===== src/rtl/cl_alloc_pkg.sv =====
package cl_alloc_pkg;
    typedef enum logic [1:0] {
        ST_IDLE = 2'd0,
        ST_SIZE = 2'd1,
        ST_EMIT = 2'd2,
        ST_DONE = 2'd3
    } alloc_state_e;
endpackage


===== src/rtl/cl_group_slice.sv =====
module cl_group_slice #(
    parameter int NW = 12
) (
    input  logic [NW-1:0] rem,
    input  logic [NW-1:0] cap,
    output logic [NW-1:0] take,
    output logic [NW-1:0] left
);
    always_comb begin
        take = (rem < cap) ? rem : cap;
        left = rem - take;
    end
endmodule


===== src/rtl/cl_pe_cursor.sv =====
module cl_pe_cursor #(
    parameter int DIMW = 4,
    localparam int PW = 2 * DIMW
) (
    input  logic            clk,
    input  logic            rst_n,
    input  logic            clear,
    input  logic            step,
    input  logic [DIMW-1:0] mesh_w,
    output logic [PW-1:0]   pe,
    output logic [DIMW-1:0] x,
    output logic [DIMW-1:0] y
);
    always_ff @(posedge clk or negedge rst_n) begin
        if (!rst_n) begin
            pe <= '0;
            x  <= '0;
            y  <= '0;
        end else if (clear) begin
            pe <= '0;
            x  <= '0;
            y  <= '0;
        end else if (step) begin
            pe <= pe + 1'b1;
            if ({1'b0, x} + 1'b1 >= {1'b0, mesh_w}) begin
                x <= '0;
                y <= y + 1'b1;
            end else begin
                x <= x + 1'b1;
            end
        end
    end


    coord_range_chk: assert property (@(posedge clk) disable iff (!rst_n)
        step |-> (x < mesh_w));
endmodule


===== src/rtl/layer_cluster_alloc.sv =====
module layer_cluster_alloc
    import cl_alloc_pkg::*;
#(
    parameter int LAYERS = 4,
    parameter int NW     = 12,
    parameter int DIMW   = 4,
    localparam int LW = (LAYERS > 1) ? $clog2(LAYERS) : 1,
    localparam int PW = 2 * DIMW
) (
    input  logic                       clk,
    input  logic                       rst_n,
    input  logic                       start,
    input  logic [LAYERS-1:0][NW-1:0]  layer_neurons,
    input  logic [NW-1:0]              pe_capacity,
    input  logic [DIMW-1:0]            mesh_w,
    input  logic [DIMW-1:0]            mesh_h,
    output logic                       rec_valid,
    input  logic                       rec_ready,
    output logic [LW-1:0]              rec_layer,
    output logic [PW-1:0]              rec_pe,
    output logic [DIMW-1:0]            rec_x,
    output logic [DIMW-1:0]            rec_y,
    output logic [NW-1:0]              rec_first,
    output logic [NW-1:0]              rec_count,
    output logic [PW-1:0]              rec_dst_base,
    output logic [PW-1:0]              rec_dst_cnt,
    output logic                       done,
    output logic                       overflow
);
    localparam int EW = ((NW > PW) ? NW : PW) + 1;

    alloc_state_e state, state_nx;

    logic [LW-1:0] lay;
    logic [NW-1:0] sz_rem, sz_pcs, sz_take, sz_left;
    logic          sz_first;
    logic [PW-1:0] nxt_base, nxt_cnt;
    logic [NW-1:0] em_rem, em_first, em_take, em_left;
    logic          ovf;

    logic [EW-1:0] nodes_e, sz_end;
    logic          sz_done, sz_fit, handshake, layer_end, last_layer, run_go;

    function automatic logic [NW-1:0] neurons_at(input int idx);
        logic [NW-1:0] r;
        r = '0;
        for (int i = 0; i < LAYERS; i++)
            if (i == idx) r = layer_neurons[i];
        return r;
    endfunction

    cl_group_slice #(.NW(NW)) i_size_slice (
        .rem(sz_rem), .cap(pe_capacity), .take(sz_take), .left(sz_left)
    );

    cl_group_slice #(.NW(NW)) i_emit_slice (
        .rem(em_rem), .cap(pe_capacity), .take(em_take), .left(em_left)
    );

    cl_pe_cursor #(.DIMW(DIMW)) i_cursor (
        .clk(clk), .rst_n(rst_n), .clear(run_go), .step(handshake),
        .mesh_w(mesh_w), .pe(rec_pe), .x(rec_x), .y(rec_y)
    );

    always_comb begin
        run_go     = (state == ST_IDLE) && start;
        nodes_e    = EW'(mesh_w) * EW'(mesh_h);
        sz_end     = (sz_first ? '0 : EW'(nxt_base)) + EW'(sz_pcs);
        sz_done    = (sz_rem == '0);
        sz_fit     = (sz_end <= nodes_e);
        handshake  = rec_valid && rec_ready;
        layer_end  = (state == ST_EMIT) &&
                     ((em_rem == '0) || (handshake && (em_left == '0)));
        last_layer = (int'(lay) == LAYERS - 1);
    end

    // state register
    always_ff @(posedge clk or negedge rst_n) begin
        if (!rst_n) state <= ST_IDLE;
        else        state <= state_nx;
    end

    always_comb begin
        state_nx = state;
        unique case (state)
            ST_IDLE: if (start) state_nx = (pe_capacity == '0) ? ST_DONE : ST_SIZE;
            ST_SIZE: if (sz_done) begin
                if (!sz_fit)       state_nx = ST_DONE;
                else if (sz_first) state_nx = ST_SIZE;
                else               state_nx = ST_EMIT;
            end
            ST_EMIT: if (layer_end) state_nx = last_layer ? ST_DONE : ST_SIZE;
            ST_DONE: state_nx = ST_IDLE;
            default: state_nx = ST_IDLE;
        endcase
    end

    // datapath registers
    always_ff @(posedge clk or negedge rst_n) begin
        if (!rst_n) begin
            lay      <= '0;
            sz_rem   <= '0;
            sz_pcs   <= '0;
            sz_first <= 1'b0;
            nxt_base <= '0;
            nxt_cnt  <= '0;
            em_rem   <= '0;
            em_first <= '0;
            ovf      <= 1'b0;
        end else begin
            unique case (state)
                ST_IDLE: if (start) begin
                    ovf      <= (pe_capacity == '0);
                    lay      <= '0;
                    sz_rem   <= neurons_at(0);
                    sz_pcs   <= '0;
                    sz_first <= 1'b1;
                    nxt_base <= '0;
                end
                ST_SIZE: begin
                    if (!sz_done) begin
                        sz_rem <= sz_left;
                        sz_pcs <= sz_pcs + 1'b1;
                    end else if (!sz_fit) begin
                        ovf <= 1'b1;
                    end else if (sz_first) begin
                        nxt_base <= PW'(sz_pcs);
                        sz_first <= 1'b0;
                        sz_rem   <= neurons_at(1);
                        sz_pcs   <= '0;
                    end else begin
                        nxt_cnt  <= PW'(sz_pcs);
                        em_rem   <= neurons_at(int'(lay));
                        em_first <= '0;
                    end
                end
                ST_EMIT: begin
                    if (handshake) begin
                        em_rem   <= em_left;
                        em_first <= em_first + em_take;
                    end
                    if (layer_end && !last_layer) begin
                        lay      <= lay + 1'b1;
                        nxt_base <= nxt_base + nxt_cnt;
                        sz_rem   <= neurons_at(int'(lay) + 2);
                        sz_pcs   <= '0;
                    end
                end
                default: ;
            endcase
        end
    end

    // outputs
    always_comb begin
        rec_valid    = (state == ST_EMIT) && (em_rem != '0);
        rec_layer    = lay;
        rec_first    = em_first;
        rec_count    = em_take;
        rec_dst_base = nxt_base;
        rec_dst_cnt  = nxt_cnt;
        done         = (state == ST_DONE);
        overflow     = ovf;
    end


    count_bound_chk: assert property (@(posedge clk) disable iff (!rst_n)
        rec_valid |-> (rec_count != '0) && (rec_count <= pe_capacity));


    rec_hold_chk: assert property (@(posedge clk) disable iff (!rst_n)
        (rec_valid && !rec_ready) |=> rec_valid && $stable(rec_pe) &&
        $stable(rec_first) && $stable(rec_count) && $stable(rec_layer) &&
        $stable(rec_dst_base) && $stable(rec_dst_cnt));


    done_quiet_chk: assert property (@(posedge clk) disable iff (!rst_n)
        done |-> !rec_valid);


    done_pulse_chk: assert property (@(posedge clk) disable iff (!rst_n)
        done |=> !done);


    no_overflow_chk: assert property (@(posedge clk) disable iff (!rst_n)
        overflow |-> !rec_valid);
endmodule


===== config.mk =====
export PLATFORM = sky130hd
export DESIGN_NAME = layer_cluster_alloc
export DESIGN_NICKNAME = d
export VERILOG_FILES = /design/src/rtl/cl_alloc_pkg.sv /design/src/rtl/cl_group_slice.sv /design/src/rtl/cl_pe_cursor.sv /design/src/rtl/layer_cluster_alloc.sv
export SDC_FILE = /design/constraint.sdc
export NUM_CORES = 1
export LEC_CHECK = 0
export ABC_AREA = 1
export BUFFER_PORTS_ARGS = -buffer_cell sky130_fd_sc_hd__buf_4
export CORE_MARGIN = 3
export CORE_UTILIZATION = 60
export DETAILED_ROUTE_END_ITERATION = 16
export PLACE_DENSITY = 0.83
export RECOVER_POWER = 50
export SYNTH_ARGS = -nofsm -noshare
export SYNTH_HDL_FRONTEND = slang
export SYNTH_SLANG_ARGS = --single-unit

===== constraint.sdc =====
create_clock -name clk -period 4.5 [get_ports clk]
set_clock_uncertainty 0.1 [all_clocks]
set_input_delay 0.45 -clock clk [delete_from_list [all_inputs] [get_ports clk]]
set_output_delay 0.45 -clock clk [all_outputs]
set_load 0.02 [all_outputs]

; ---- After elaboration in Yosys (flattened, before gate mapping)
; Cells that the tools add are included.
[word_totals]
input_bits = 72
out_inout_bits = 61
word_cells = 149
regBits = 86
[classes]
n_eq_ne = 21
bitwise_logic = 1
muxes = 66
n_reduce_logical = 31
mul = 1
n_addsub = 12
order_cmp = 4
[op_table]
columns = operator, count
row1 = $mux W12, 28
row2 = $pmux W12 S3, 2
row3 = $mux W8, 8
row4 = $logic_not A12 Y1, 4
row5 = $pmux W12 S2, 2
row6 = $logic_not A32 Y1, 1
row7 = $lt A12 B12 Y1, 2
row8 = $mux W4, 6
row9 = $pmux W8 S3, 1
row10 = $sub A12 B12 Y12, 2
row11 = $mux W2, 9
row12 = $ne A2 B2 Y1 const B, 9
row13 = $add A8 B12 Y13, 1
row14 = $le A13 B8 Y1, 1
row15 = $add A12 B1 Y12 const B, 1
row16 = $add A12 B12 Y12, 1
row17 = $reduce_and A4 Y1, 3
row18 = $reduce_bool A12 Y1, 1
row19 = $reduce_and A5 Y1, 2
row20 = $reduce_bool A2 Y1, 5
row21 = $add A4 B1 Y4 const B, 2
row22 = $add A8 B1 Y8 const B, 1
row23 = $add A8 B8 Y8, 1
row24 = $mul A4 B4 Y8, 1
row25 = other kinds (24), 42

; ---- Depth between registers and ports, before layout
[logic_depth]
ltp_word = 10
mapped_depth = 31
mapped_depth_nobuf = 29

; ---- Hierarchy
; From an unflattened synthesis, not the netlist that was laid out.
[hier_totals]
hier_cells = 1566
area_unflattened_um2 = 10144.7
[modules_own_cells]
columns = module, instances, seq_area_each_um2, area_per_inst_um2, cells_per_inst
row1 = layer_cluster_alloc, 1, 1751.7, 6885.4, 1030
row2 = cl_group_slice at i_size_slice, 1, 0.0, 1187.4, 215
row3 = cl_group_slice at i_emit_slice, 1, 0.0, 1112.3, 203
row4 = cl_pe_cursor, 1, 400.4, 959.7, 118

; ---- Least setup slack after synthesis
; OpenSTA, ideal clock, no wires.
[synth_path]
kind = input-to-reg
start = in pe_capacity[11]
end = reg sz_pcs[0]
setup_ns = 0.120
stages = 25
required_ns = 4.280
slack_ns = 0.293
arrival_time_ns = 3.987
path_buffers = 2
cell_sequence = inv_1 -> ha_1 -> nand2_1 -> inv_1 -> nand2_1 -> nand2_1 -> a21oi_1 -> nand2_1 -> clkbuf_1 -> o21ai_0 -> inv_1 -> ha_1 -> nand3_1 -> nand2_2 -> nand2_2 -> nand2_2 -> nand2_2 -> o21ai_2 -> xnor2_1 -> nand3_4 -> nand2_2 -> nand2_4 -> buf_6 -> o21bai_2 -> nand2_1
[synth_via]
elab_chain_cells = 10
[synth_rtl]
columns = item, line_no
row1 = from (decl), layer_cluster_alloc.sv:14  ; input logic [NW-1:0] pe_capacity,
row2 = $lt A12 B12 Y1, cl_group_slice.sv:10  ; take = (rem < cap) ? rem : cap;
row3 = $mux W12, cl_group_slice.sv:10
row4 = net rec_count[1], layer_cluster_alloc.sv:24  ; output logic [NW-1:0] rec_count,
row5 = $sub A12 B12 Y12, cl_group_slice.sv:11  ; left = rem - take;
row6 = $logic_not A12 Y1, layer_cluster_alloc.sv:73  ; ((em_rem == '0) || (handshake && (em_left == '0)));
row7 = $logic_and A1 B1 Y1, layer_cluster_alloc.sv:73
row8 = $logic_or A1 B1 Y1, layer_cluster_alloc.sv:73
row9 = $logic_and A1 B1 Y1, layer_cluster_alloc.sv:72  ; layer_end = (state == ST_EMIT) &&
row10 = $logic_and A1 B1 Y1, layer_cluster_alloc.sv:142  ; if (layer_end && !last_layer) begin
row11 = $ne A2 B2 Y1 (no source line), -
row12 = $reduce_and A5 Y1 (no source line), -
row13 = to (signal assigned), layer_cluster_alloc.sv:123  ; sz_pcs <= sz_pcs + 1'b1;
row14 = to (decl), layer_cluster_alloc.sv:35  ; logic [NW-1:0] sz_rem, sz_pcs, sz_take, sz_left;
; The timed path passes the listed nets, and every way through them passes these cells.
; A chain may end at the register's enable or synchronous reset.

; ---- Final worst setup path
[layout_path]
start = reg em_rem[7]
end = reg sz_rem[4]
[layout_via]
elab_chain_cells = 10
word_cells_on_any_way = 14
classes_between = add/sub (1) / order compare (1) / eq/ne (1) / mux (1) / reduce/logical (10)
[layout_rtl]
columns = item, line_no
row1 = from (decl), layer_cluster_alloc.sv:38  ; logic [NW-1:0] em_rem, em_first, em_take, em_left;
row2 = from (signal assigned), layer_cluster_alloc.sv:133  ; em_rem <= neurons_at(int'(lay));
row3 = from (signal assigned), layer_cluster_alloc.sv:139  ; em_rem <= em_left;
row4 = $lt A12 B12 Y1, cl_group_slice.sv:10
row5 = $mux W12, cl_group_slice.sv:10
row6 = $sub A12 B12 Y12, cl_group_slice.sv:11
row7 = $logic_not A12 Y1, layer_cluster_alloc.sv:73
row8 = $logic_and A1 B1 Y1, layer_cluster_alloc.sv:73
row9 = $logic_or A1 B1 Y1 (*), layer_cluster_alloc.sv:73
row10 = $logic_and A1 B1 Y1 (*), layer_cluster_alloc.sv:72
row11 = $logic_and A1 B1 Y1 (*), layer_cluster_alloc.sv:142
row12 = $ne A2 B2 Y1 (no source line) (*), -
row13 = $reduce_and A5 Y1 (no source line) (*), -
row14 = to (signal assigned), layer_cluster_alloc.sv:115  ; sz_rem <= neurons_at(0);
row15 = to (signal assigned), layer_cluster_alloc.sv:129  ; sz_rem <= neurons_at(1);
row16 = to (signal assigned), layer_cluster_alloc.sv:145  ; sz_rem <= neurons_at(int'(lay) + 2);
row17 = to (decl), layer_cluster_alloc.sv:35
; Every way passes the cells marked *; elsewhere a longest branch is shown, timed or not.

==> qor.yml <==
status:
  outcome: "finished, violations left"
  violations: "capacitance limit, slew limit"
power:
  swShare_pct: 54.1
  clockPowerShare_pct: 10.2
  seqPwrFrac_pct: 15.0
  leakage_nw: 6.16
  p_per_area_nw_per_um2: 726
  ir_worst_vdd_uv: 428
  p_int_w: 0.00381
  switching_power_w: 0.00450
  comb_power_share_pct: 74.8
critical_path:
  critPathTopFamily: "simple AND/OR/NAND/NOR gates"
  crit_top_cell: "nand2_1"
  cpMaxStageDelayCell: "dfrtp_2"
  worst_path_largest_cell_delay_ns: 0.46
  critPathBufInv: 6
  crit_fanout: 24
  critPathKind: "reg -> reg"
  setup.worst_path.end_class: "flop"
  required_ns: 4.69
  crit_path_start_kind: "flop"
  critPathArrivalTime_ns: 4.45
place:
  portBuffers: 132
  gp_congestion: 0.987
  dpl.cell_count: 1810
  dp_hpwl_um: 24000
  placed_area_um2: 11200
sta:
  drv_slew: 55
  fmaxAchievable_ghz: 0.234
  slew_headroom_pct: -115
  worstMarginPinSlew_ns: 3.23
  period_share_pct: 94.8
  fin_crit_ns: 4.27
  setup_tns_ns: 0
  setup_viol: 0
  rsz0062_at_grt: "false"
  finalHoldViolations: 0
synthesis:
  async_flop_share_pct: 100
  syn_area_per_cell_um2: 6.67
  synth_nets: 1638
  syn_inst: 1449
  synthTopCellsByArea: "dfrtp_1 (22%), ha_1 (14%), nand2_1 (13%)"
  yosysSeqAreaShare_pct: 22.3
  synth_warnings: 0
  yosysUniqueCellTypes: 53
  synth_area_um2: 9660
  synthFlopType: "dfrtp_1"
  synth_top_area_cell: "dfrtp_1"
  synth_edf_count: 0
  synth_top_area_share_pct: 22.3
  synth-seq-cells: 86
routing:
  routed_wl_um: 30600
  num_vias: 10500
  vias_per_cell: 5.73
  dr.pass1.iters: 8
  antenna_left: 0
  drt_iter0_drc: 1147
  wl_per_cell_um: 16.8
  drc_errors: 0
global_route:
  busiest_layer: "met2"
  antenna_found_initial: 0
  grt_pass1_vias: 9565
  grtUsageMet2_pct: 52.2
  met1_usage_pct: 48.6
  grt_usage_pct: 33.9
  grt_max_degree: 55
  grt-ovfl-total: 0
  grt_use_met3_pct: 6.24
  grt_pass1_wl_um: 48300
clock_tree:
  clock_sinks: 86
  cts_tree: "built"
  path_clk_slew_ns: 0.07
  cts-root-buf: "clkbuf_16"
  clock_latency_ns: 0.35
  clk_path_buf_depth: 2
  cts_made_buffers: 9
  h-tree-depth: 3
hold_path:
  hp-class: "reg -> reg"
floorplanning:
  die_area_um2: 17700
  die_h_um: 133
  coreArea_um2: 15500
  start_util_pct: 62.4
  die_w_um: 133
  ios: 133
  num_rows: 45
layout:
  num_antenna_cells: 0
  final_common_cell: "nand2_1"
  drive_gt1_share_pct: 15.4
  fin_cells: 1826
  design_area_um2: 11500
  nets: 1799
  layout.cells.most_common_list: "nand2_1 (329), inv_1 (224), buf_4 (154)"
  syn_to_final_growth_pct: 18.5
flow_run:
  timing.max_cap.violations: 1
[worst paths after layout]
kind	endpoint	cells past startpoint	slack, ns	start
max in group asynchronous	sz_pcs[7]$_DFFE_PN0P_	2	1.09	rst_n
min	i_cursor.y[3]$_DFFE_PN0P_	1	0.37	i_cursor.y[3]$_DFFE_PN0P_
max reg2reg	sz_rem[4]$_DFFE_PN0P_	28	0.23	em_rem[7]$_DFFE_PN0P_
min reg2reg	i_cursor.y[3]$_DFFE_PN0P_	1	0.37	i_cursor.y[3]$_DFFE_PN0P_
min in group asynchronous	em_rem[11]$_DFFE_PN0P_	1	1.06	rst_n
max	sz_rem[4]$_DFFE_PN0P_	28	0.23	em_rem[7]$_DFFE_PN0P_
[logic make-up after synthesis]
kind of cell             after synthesis  share of synthesized area (%)
flip-flops                            86                           22.3
AND/OR/NAND/NOR                      603                           26.8
buffers and inverters                273                           11.2
multiplexers                           1                          0.104
adder cells (fa/ha/maj)              117                           15.9
AO/OA/AOI/OAI                        340                           21.1
XOR/XNOR                              29                           2.63
[power by group through the flow]
stage	sequential, W	combinational, W	clock, W
after global placement	0.00125	0.00595	0
after floorplan	0.00126	0.00409	0
final	0.00125	0.00622	0.000850
after CTS	0.00124	0.00610	0.000858
after detailed placement	0.00125	0.00605	0
after global routing	0.00127	0.00682	0.000893
[worst register-to-register path, delay by kind of cell, from the launching register on]
| family | cells | cell delay, ns |
|---|---|---|
| AOI/OAI and AO/OA | 3 | 0.70 |
| buffers and inverters | 6 | 0.75 |
| adders and majority gates | 2 | 0.67 |
| DFF | 1 | 0.46 |
| and+or+nand+nor | 17 | 1.49 |
[sequential cells by signal, indices dropped and copies added (netlist names)]
name,flops
rec_dst_cnt,8
i_cursor.pe,8
sz_rem,12
sz_pcs,12
sz_first,1
rec_first,12
overflow,1
i_cursor.y,4
i_cursor.x,4
em_rem,12
rec_dst_base,8
rec_layer,2
state,2
[layout make-up]
type / count / area, um^2
Clock buffer: 9 / 225
Inverter: 231 / 867
Multi-Input combinational cell: 1090 / 6440
Timing Repair Buffer: 192 / 1400
Sequential cell: 86 / 2150
Clock inverter: 7 / 105
Fill cell: 1321 / 4030
Tap cell: 211 / 264
[per-stage QoR]
| stage | utilization [%] | hold WS [ns] | setup slack (ns) | power (W) |
|---|---|---|---|---|
| finish | 74.0 | 0.369 | 0.232 | 0.00831 |
| global placement | 72.5 | 0.359 | 0.0781 | 0.00720 |
| detailed placement | 72.5 | 0.368 | 0.00492 | 0.00730 |
| global route | 74.0 | 0.404 | 0.00896 | 0.00899 |
| floorplan | - | 0.0544 | 0.293 | 0.00534 |
| CTS | 74.6 | 0.0919 | 0.223 | 0.00820 |
[cell usage after synthesis, types with 7 or more instances]
master / count
nor2_1: 112
xor2_1: 18
nand3_1: 96
o211ai_1: 11
fa_1: 9
ha_1: 108
a31oi_1: 10
o21ai_1: 16
o21bai_2: 20
nand4_1: 10
nand2_1: 329
buf_2: 7
inv_1: 224
clkbuf_1: 27
o21ai_0: 113
xnor2_1: 11
nor3_1: 14
o21bai_1: 15
nand2_2: 17
a21oi_1: 117
dfrtp_1: 86
[repair_timing]
action | CTS | global route
setup buffers | 0 | 0
endpoints found under the setup margin | 0 | 26
resized for setup | 0 | 6
hold endpoints to repair | 0 | 0
hold buffers | 0 | 0
[per-layer routing]
layer  vias to the layer above  part of all wire (%)  wire length (um)
met4                         0                   2.6               787
met3                        65                    10              3180
li1                       5098                     -                 -
met5                         -                     0                 0
met2                       540                    44             13500
met1                      4758                    43             13100
(Power assumes the default switching activity.)
